`src/rtl/pkt_capture_gate.sv`:
```
module pkt_capture_gate #(
  parameter int CNT_W = 8
) (
  input  logic             clk,
  input  logic             rst_n,
  input  logic             cap_en,
  input  logic             mode_cont,
  input  logic             mode_frame,
  input  logic             irq_en,
  input  logic             pkt_sop,
  input  logic             pkt_eop,
  input  logic             flag_clr,
  output logic             accept,
  output logic             done_flag,
  output logic             done_irq,
  output logic [CNT_W-1:0] drop_cnt
);

  localparam logic [CNT_W-1:0] CNT_ONE = CNT_W'(1);

  logic busy;
  logic grace_q;
  logic clr_seen_q;
  logic halt_q;
  logic may_take;

  wire start    = pkt_sop && !busy;
  wire one_head = !mode_cont && !mode_frame;

  always_comb begin
    unique case ({mode_cont, mode_frame})
      2'b10:   may_take = 1'b1;
      2'b01:   may_take = !done_flag;
      2'b00:   may_take = !halt_q;
      default: may_take = 1'b0;
    endcase
  end

  wire take      = start && cap_en && may_take;
  wire refuse    = start && cap_en && !may_take;
  assign accept  = take || busy;
  wire pkt_end   = accept && pkt_eop;
  wire grace_now = take ? (one_head && done_flag) : grace_q;
  wire clr_now   = take ? flag_clr : (clr_seen_q || flag_clr);

  always_ff @(posedge clk or negedge rst_n) begin
    if (!rst_n) begin
      busy       <= 1'b0;
      grace_q    <= 1'b0;
      clr_seen_q <= 1'b0;
    end else begin
      if (take) begin
        busy       <= !pkt_eop;
        grace_q    <= one_head && done_flag;
        clr_seen_q <= flag_clr;
      end else begin
        if (busy && pkt_eop) busy <= 1'b0;
        if (busy && flag_clr) clr_seen_q <= 1'b1;
      end
    end
  end

  always_ff @(posedge clk or negedge rst_n) begin
    if (!rst_n) begin
      halt_q    <= 1'b0;
      done_flag <= 1'b0;
      done_irq  <= 1'b0;
      drop_cnt  <= '0;
    end else begin
      if (pkt_end && grace_now && !clr_now) halt_q <= 1'b1;
      else if (flag_clr)                    halt_q <= 1'b0;
      if (pkt_end)       done_flag <= 1'b1;
      else if (flag_clr) done_flag <= 1'b0;
      done_irq <= pkt_end && irq_en;
      if (refuse) drop_cnt <= drop_cnt + CNT_ONE;
    end
  end

  AST_NO_ENABLE_NO_TAKE: assert property (@(posedge clk) disable iff (!rst_n)
    (pkt_sop && !busy && !cap_en) |-> !accept);

  AST_PACKET_HELD: assert property (@(posedge clk) disable iff (!rst_n)
    (accept && !pkt_eop) |=> accept);

  AST_SET_WINS: assert property (@(posedge clk) disable iff (!rst_n)
    (accept && pkt_eop) |=> done_flag);

  AST_IRQ_WITH_FLAG: assert property (@(posedge clk) disable iff (!rst_n)
    done_irq |-> done_flag);

  AST_ONE_SHOT_BLOCK: assert property (@(posedge clk) disable iff (!rst_n)
    (pkt_sop && !busy && !mode_cont && mode_frame && done_flag) |-> !accept);

  AST_RESERVED_IDLE: assert property (@(posedge clk) disable iff (!rst_n)
    (pkt_sop && !busy && mode_cont && mode_frame) |-> !accept);

  AST_DROP_STEP: assert property (@(posedge clk) disable iff (!rst_n)
    (pkt_sop && !busy && cap_en && !accept) |=> (drop_cnt == $past(drop_cnt) + CNT_ONE));

endmodule

```
`config.mk`:
```
export PLATFORM = sky130hd
export DESIGN_NAME = pkt_capture_gate
export DESIGN_NICKNAME = d
export VERILOG_FILES = /design/src/rtl/pkt_capture_gate.sv
export SDC_FILE = /design/constraint.sdc
export NUM_CORES = 1
export LEC_CHECK = 0
export ABC_AREA = 1
export BUFFER_PORTS_ARGS = -buffer_cell sky130_fd_sc_hd__buf_2
export CAP_MARGIN = 40
export CELL_PAD_IN_SITES_DETAIL_PLACEMENT = 1
export CELL_PAD_IN_SITES_GLOBAL_PLACEMENT = 1
export CORE_MARGIN = 4
export CORE_UTILIZATION = 35
export DETAILED_ROUTE_END_ITERATION = 8
export HOLD_SLACK_MARGIN = 0.05
export PLACE_DENSITY_LB_ADDON = 0.3
export SETUP_SLACK_MARGIN = 0.05
export SLEW_MARGIN = 10
export SYNTH_ARGS = -nofsm -noshare
export SYNTH_HDL_FRONTEND = slang
export SYNTH_SLANG_ARGS = --single-unit
```
`constraint.sdc`:
```
create_clock -name clk -period 1.6 [get_ports clk]
set_input_delay 0.24 -clock clk [delete_from_list [all_inputs] [get_ports clk]]
set_output_delay 0.24 -clock clk [all_outputs]
set_load 0.03 [all_outputs]
```
==> results of run 1 <==
## report_power, final
part           total [mW]  internal, mW  switching, mW
clock               0.251         0.138          0.113
sequential          0.476         0.414         0.0616
combinational       0.351         0.119          0.231
## stage by stage
step                hold WS [ns]  setup slack, ns  std cells  instance area (um2)
finish                     0.129            0.148        127                  931
global route               0.118           0.0539        127                  931
CTS                        0.116           0.0511        125                  900
detailed placement         0.150            0.306        119                  843
global placement           0.157            0.344        119                  843
floorplan                -0.0556            0.262         73                  714
## final timing paths
check / slack, ns / cells after the start / endpoint
max in group asynchronous: 0.99 / 2 / done_flag
worst max register to register: 0.33 / 7 / drop_cnt[3]
worst max-delay path: 0.15 / 4 / accept
worst min-delay path: 0.13 / 2 / busy
worst min register to register: 0.51 / 2 / grace_q
min in group asynchronous: 0.38 / 2 / busy
## cell type report
type / count / area (um2) / share of cell area, %
Sequential cell: 14 / 350 / 37.6
Multi-Input combinational cell: 49 / 339 / 36.4
Timing Repair Buffer: 23 / 134 / 14.4
Inverter: 10 / 37.5 / 4.03
Clock buffer: 4 / 36.3 / 3.90
Tap cell: 27 / 33.8 / 3.63
## synth_stat cells
cell type | n | area share [%]
nor2_4 | 2 | 3.2
nor3_1 | 1 | 0.70
nand2_1 | 17 | 8.9
o21ai_2 | 2 | 2.5
xnor2_1 | 4 | 4.9
xor2_1 | 2 | 2.5
inv_2 | 1 | 0.52
dfrtp_1 | 14 | 49
inv_1 | 8 | 4.2
nand3_2 | 2 | 2.8
xnor2_2 | 1 | 2.3
o21ai_0 | 1 | 0.70
nor2_1 | 2 | 1.1
nand2_2 | 5 | 4.4
clkinv_1 | 1 | 0.52
nor3_4 | 1 | 2.3
a21oi_1 | 2 | 1.4
nor2_2 | 1 | 0.88
nand2_4 | 1 | 1.6
ha_1 | 1 | 1.8
nand4_1 | 3 | 2.6
a22o_2 | 1 | 1.4
## registers in the layout (all words and copies together) (netlist names)
signal / flops
clr_seen_q: 1
halt_q: 1
drop_cnt: 8
done_flag: 1
done_irq: 1
busy: 1
grace_q: 1
## worst max-delay path, stage by stage, from the launching register on
cell and delay, ns:
dfrtp_1 0.40, o21ai_2 0.20, nand3_4 0.11, nand2_4 0.09
buf_6 0.13
## repair_timing
action	4_1_cts	5_1_grt
endpoints found under the hold margin	14	0
endpoints found under the setup margin	1	1
hold buffers	1	0
pin swaps	2	2
gates resized for setup	1	3
setup buffers	1	2
## kinds of logic after synthesis
logic type / share of synthesized area (%)
DFF: 49.0
xor gates and xnor gates: 9.63
and+or+nand+nor: 28.4
adders and majority gates: 1.75
buffers and inverters: 5.25
AOI/OAI and AO/OA: 5.95
## per-layer routing
layer  wire length, um  vias up  GRT usage [%]
li1                  -      284              -
met1               701      263           17.4
met2               680       11           20.0
met3                61        2           3.38
met4                 9        0           6.38
met5                 0        -              0
==> results.yml, run 1 <==
finish:
  diodes: 0
  layout_common_cells: "buf_2, nand2_1, dfrtp_1"
  n_fill_cell: 246
  syn_to_final_growth_pct: 30.3
  final_nets: 111
  postLayoutCoreUtil_pct: 47.9
  layout_commonest_cell: "buf_2"
  drive_gt1_share_pct: 43.0
power:
  p_leak_nw: 0.511
  ir_worst_vdd_mv: 0.645
  fin_total_pwr_mw: 1.08
  powerDensity_nw_per_um2: 1160
synthesis:
  synthCells: 73
  ys_seq_elements: 14
  synthesis.nets: 83
  post_synth.cell_area_avg_um2: 9.79
  yosysSeqAreaShare_pct: 49.0
  yosys_warnings: 0
  syn-cell-area_um2: 714
  ys_types: 22
clock_tree:
  cts_tree: "yes"
  htreeDepth: 1
  cts_root_buf: "clkbuf_4"
  cts_buffers: 3
  clkTransAtPathRegs_ns: 0.08
  insertion_delay_ns: 0.28
  cts_sinks: 14
  cts_max_path_buffers: 2
global_routing:
  grt_pass1_vias: 592
  antenna_found_initial: 0
  grt_overflow: 0
  grt_max_degree: 15
  grt_usage_pct: 13.2
  grt_pass1_wl_mm: 2.67
timing:
  min_period_ns: 1.45
  timing_max_transition_violations_final: 0
  clock_skew_ns: 0.00174
  rsz0062_at_grt: "false"
  fmax_mhz: 689
  tightest_slew_ns: 0.309
  period_share_pct: 90.8
  setup_tns_ns: 0
  setup_viol: 0
  hold_viol: 0
  relSlewSlack_pct: 79.4
placed_design:
  numPortBuffers: 19
  place.gp.congestion: 0.689
  hpwl_mm: 1.09
floorplanning:
  io_pins: 20
  die_x_um: 53.2
  initial_core_util_pct: 36.8
  die_area_um2: 2830
  core_um2: 1940
  fp-row-count: 16
  fp.dieH_um: 53.2
setup_path:
  worst_setup_path_end_kind: "output port"
  timing_worst_setup_path_type: "reg -> out"
  startpoint: "done_flag"
  r2r-start: "done_flag"
  arrival_ns: 1.21
  required_ns: 1.36
  crit_fanout: 3
  start_kind: "flop"
routing:
  drt-total-wl_mm: 1.45
  vias: 560
  firstDrtPassIters: 1
  route.antenna.remaining_nets: 0
  route.detailed.drc: 0
  drtIter0Drc: 0
  viasPerCell: 4.41
  routedWlPerCell_um: 11.4
hold_path:
  min_path_type: "in -> reg"
  hold_start: "pkt_eop"
run_status:
  outcome: "finished clean"
run:
  maxCapViolCount: 0
Note: power is estimated with default switching activity, not from simulation.
==> inputs of run 2 (changes only) <==
- clock period: 1.6 -> 1.57 ns (I/O delays scaled with it)
==> run 2 against run 1 <==
  * Design area shrank 1.7%
  * Sequential cell count is the same
  * Clock skew grew 0.00098 ns
  * Highest routed layer unchanged
==> results.yml, run 2 (synthesis gave the netlist of run 1 again) <==
run_status:
  outcome: "finished clean"
finish:
  diodes: 0
  layout_common_cells: "buf_2, nand2_1, dfrtp_1"
  syn_to_final_growth_pct: 28.0
  final_nets: 111
  drive_gt1_share_pct: 43.0
  largest_reg_flops: 8
  layout_commonest_cell: "buf_2"
  top_register: "drop_cnt"
power:
  powerDensity_nw_per_um2: 1200
  ir_worst_vdd_mv: 0.766
  p_leak_nw: 0.508
  fin_total_pwr_mw: 1.10
routing:
  drtIter0Drc: 2
  route.antenna.remaining_nets: 0
  drt-total-wl_mm: 1.45
  route.detailed.drc: 0
  viasPerCell: 4.46
  vias: 567
  firstDrtPassIters: 2
  routedWlPerCell_um: 11.4
timing:
  hold_viol: 0
  min_period_ns: 1.44
  relSlewSlack_pct: 79.0
  clock_skew_ns: 0.00272
  rsz0062_at_grt: "false"
  timing_max_transition_violations_final: 0
  tightest_slew_ns: 0.315
  setup_viol: 0
  setup_tns_ns: 0
  fmax_mhz: 694
  period_share_pct: 91.8
clock_tree:
  cts_max_path_buffers: 2
  cts_buffers: 3
  htreeDepth: 1
  cts_tree: "yes"
  clkTransAtPathRegs_ns: 0.09
  cts_sinks: 14
  cts_root_buf: "clkbuf_4"
  insertion_delay_ns: 0.28
setup_path:
  start_kind: "flop"
  r2r-end: "drop_cnt[3]"
  slowest_stage: "dfrtp_1"
  timing_worst_setup_path_type: "reg -> out"
  required_ns: 1.33
  path_cells: "o21ai_2 > nand3_2 > nand2_2 > buf_4"
  arrival_ns: 1.21
  reg2reg_depth: 7
  crit_fanout: 3
  r2r-start: "done_flag"
  slowest_delay_ns: 0.40
  rrSetupSlack_ns: 0.35
  worst_setup_path_end_kind: "output port"
global_routing:
  antenna_found_initial: 0
  grt_max_degree: 15
  grt_overflow: 0
  grt_usage_pct: 13.0
  grt_pass1_vias: 565
  grt_pass1_wl_mm: 2.57
floorplanning:
  core_um2: 1940
  die_x_um: 53.2
  fp-row-count: 16
  die_area_um2: 2830
  initial_core_util_pct: 36.8
  io_pins: 20
  fp.dieH_um: 53.2
placed_design:
  hpwl_mm: 1.10
  numPortBuffers: 19
  place.gp.congestion: 0.686
hold_path:
  hold_end: "busy"
  hold_start: "pkt_eop"
  min_path_type: "in -> reg"
  hold_depth: 2
run:
  maxCapViolCount: 0
==> run 2: how the worst max path moves through the flow <==
| stage | startpoint | end | slack (ns) | cells past startpoint |
|---|---|---|---|---|
| floorplan | done_flag | halt_q | 0.23 | 7 |
| global placement | done_flag | accept | 0.32 | 4 |
| detailed placement | done_flag | accept | 0.29 | 4 |
| CTS | done_flag | accept | 0.07 | 4 |
| global route | done_flag | accept | 0.05 | 4 |
| finish | done_flag | accept | 0.13 | 4 |
==> run 2: repair_timing <==
| item | in CTS | in global routing |
|---|---|---|
| setup buffers | 2 | 1 |
| gates resized for setup | 1 | 0 |
| cloned | 0 | 0 |
| pin swaps | 2 | 2 |
| endpoints found under the hold margin | 14 | 0 |
| hold buffers | 1 | 0 |
| setup endpoints to repair | 1 | 1 |
==> run 2: critical path, delay by kind of cell, from the launching register on <==
family	cells	cell delay, ns
flip-flops	1	0.40
AND/OR/NAND/NOR	2	0.20
AO/OA/AOI/OAI	1	0.16
buffers and inverters	1	0.16
==> run 2: area by class of cell <==
type / instances / area (um2)
clock buffer: 4 / 36.3
fill: 249 / 1030
inverter: 10 / 37.5
multi-input combinational: 49 / 327
sequential: 14 / 350
tap: 27 / 33.8
timing repair buffer: 23 / 130
==> run 2: power breakdown <==
group | internal [mW] | switching [mW] | total (mW)
Clock | 0.141 | 0.120 | 0.261
Combinational | 0.120 | 0.233 | 0.353
Sequential | 0.422 | 0.0616 | 0.484
==> run 2: metal layers <==
layer | vias up | GRT usage (%) | part of all wire [%]
met5 | - | 0 | 0
met4 | 0 | 7.66 | 1.5
met3 | 4 | 3.38 | 4.7
met2 | 11 | 19.2 | 48
met1 | 269 | 17.0 | 46
li1 | 283 | - | -
==> run 2: stage by stage <==
step / hold slack [ns] / std cells / setup WS, ns / instance area (um2) / util, %
2_1_floorplan: -0.0601 / 73 / 0.232 / 714 / -
3_3_place_gp: 0.152 / 119 / 0.322 / 843 / 43.4
3_5_place_dp: 0.150 / 119 / 0.286 / 843 / 43.4
4_1_cts: 0.115 / 126 / 0.0728 / 907 / 46.7
5_1_grt: 0.115 / 127 / 0.0530 / 915 / 47.1
6_report: 0.118 / 127 / 0.129 / 915 / 47.1
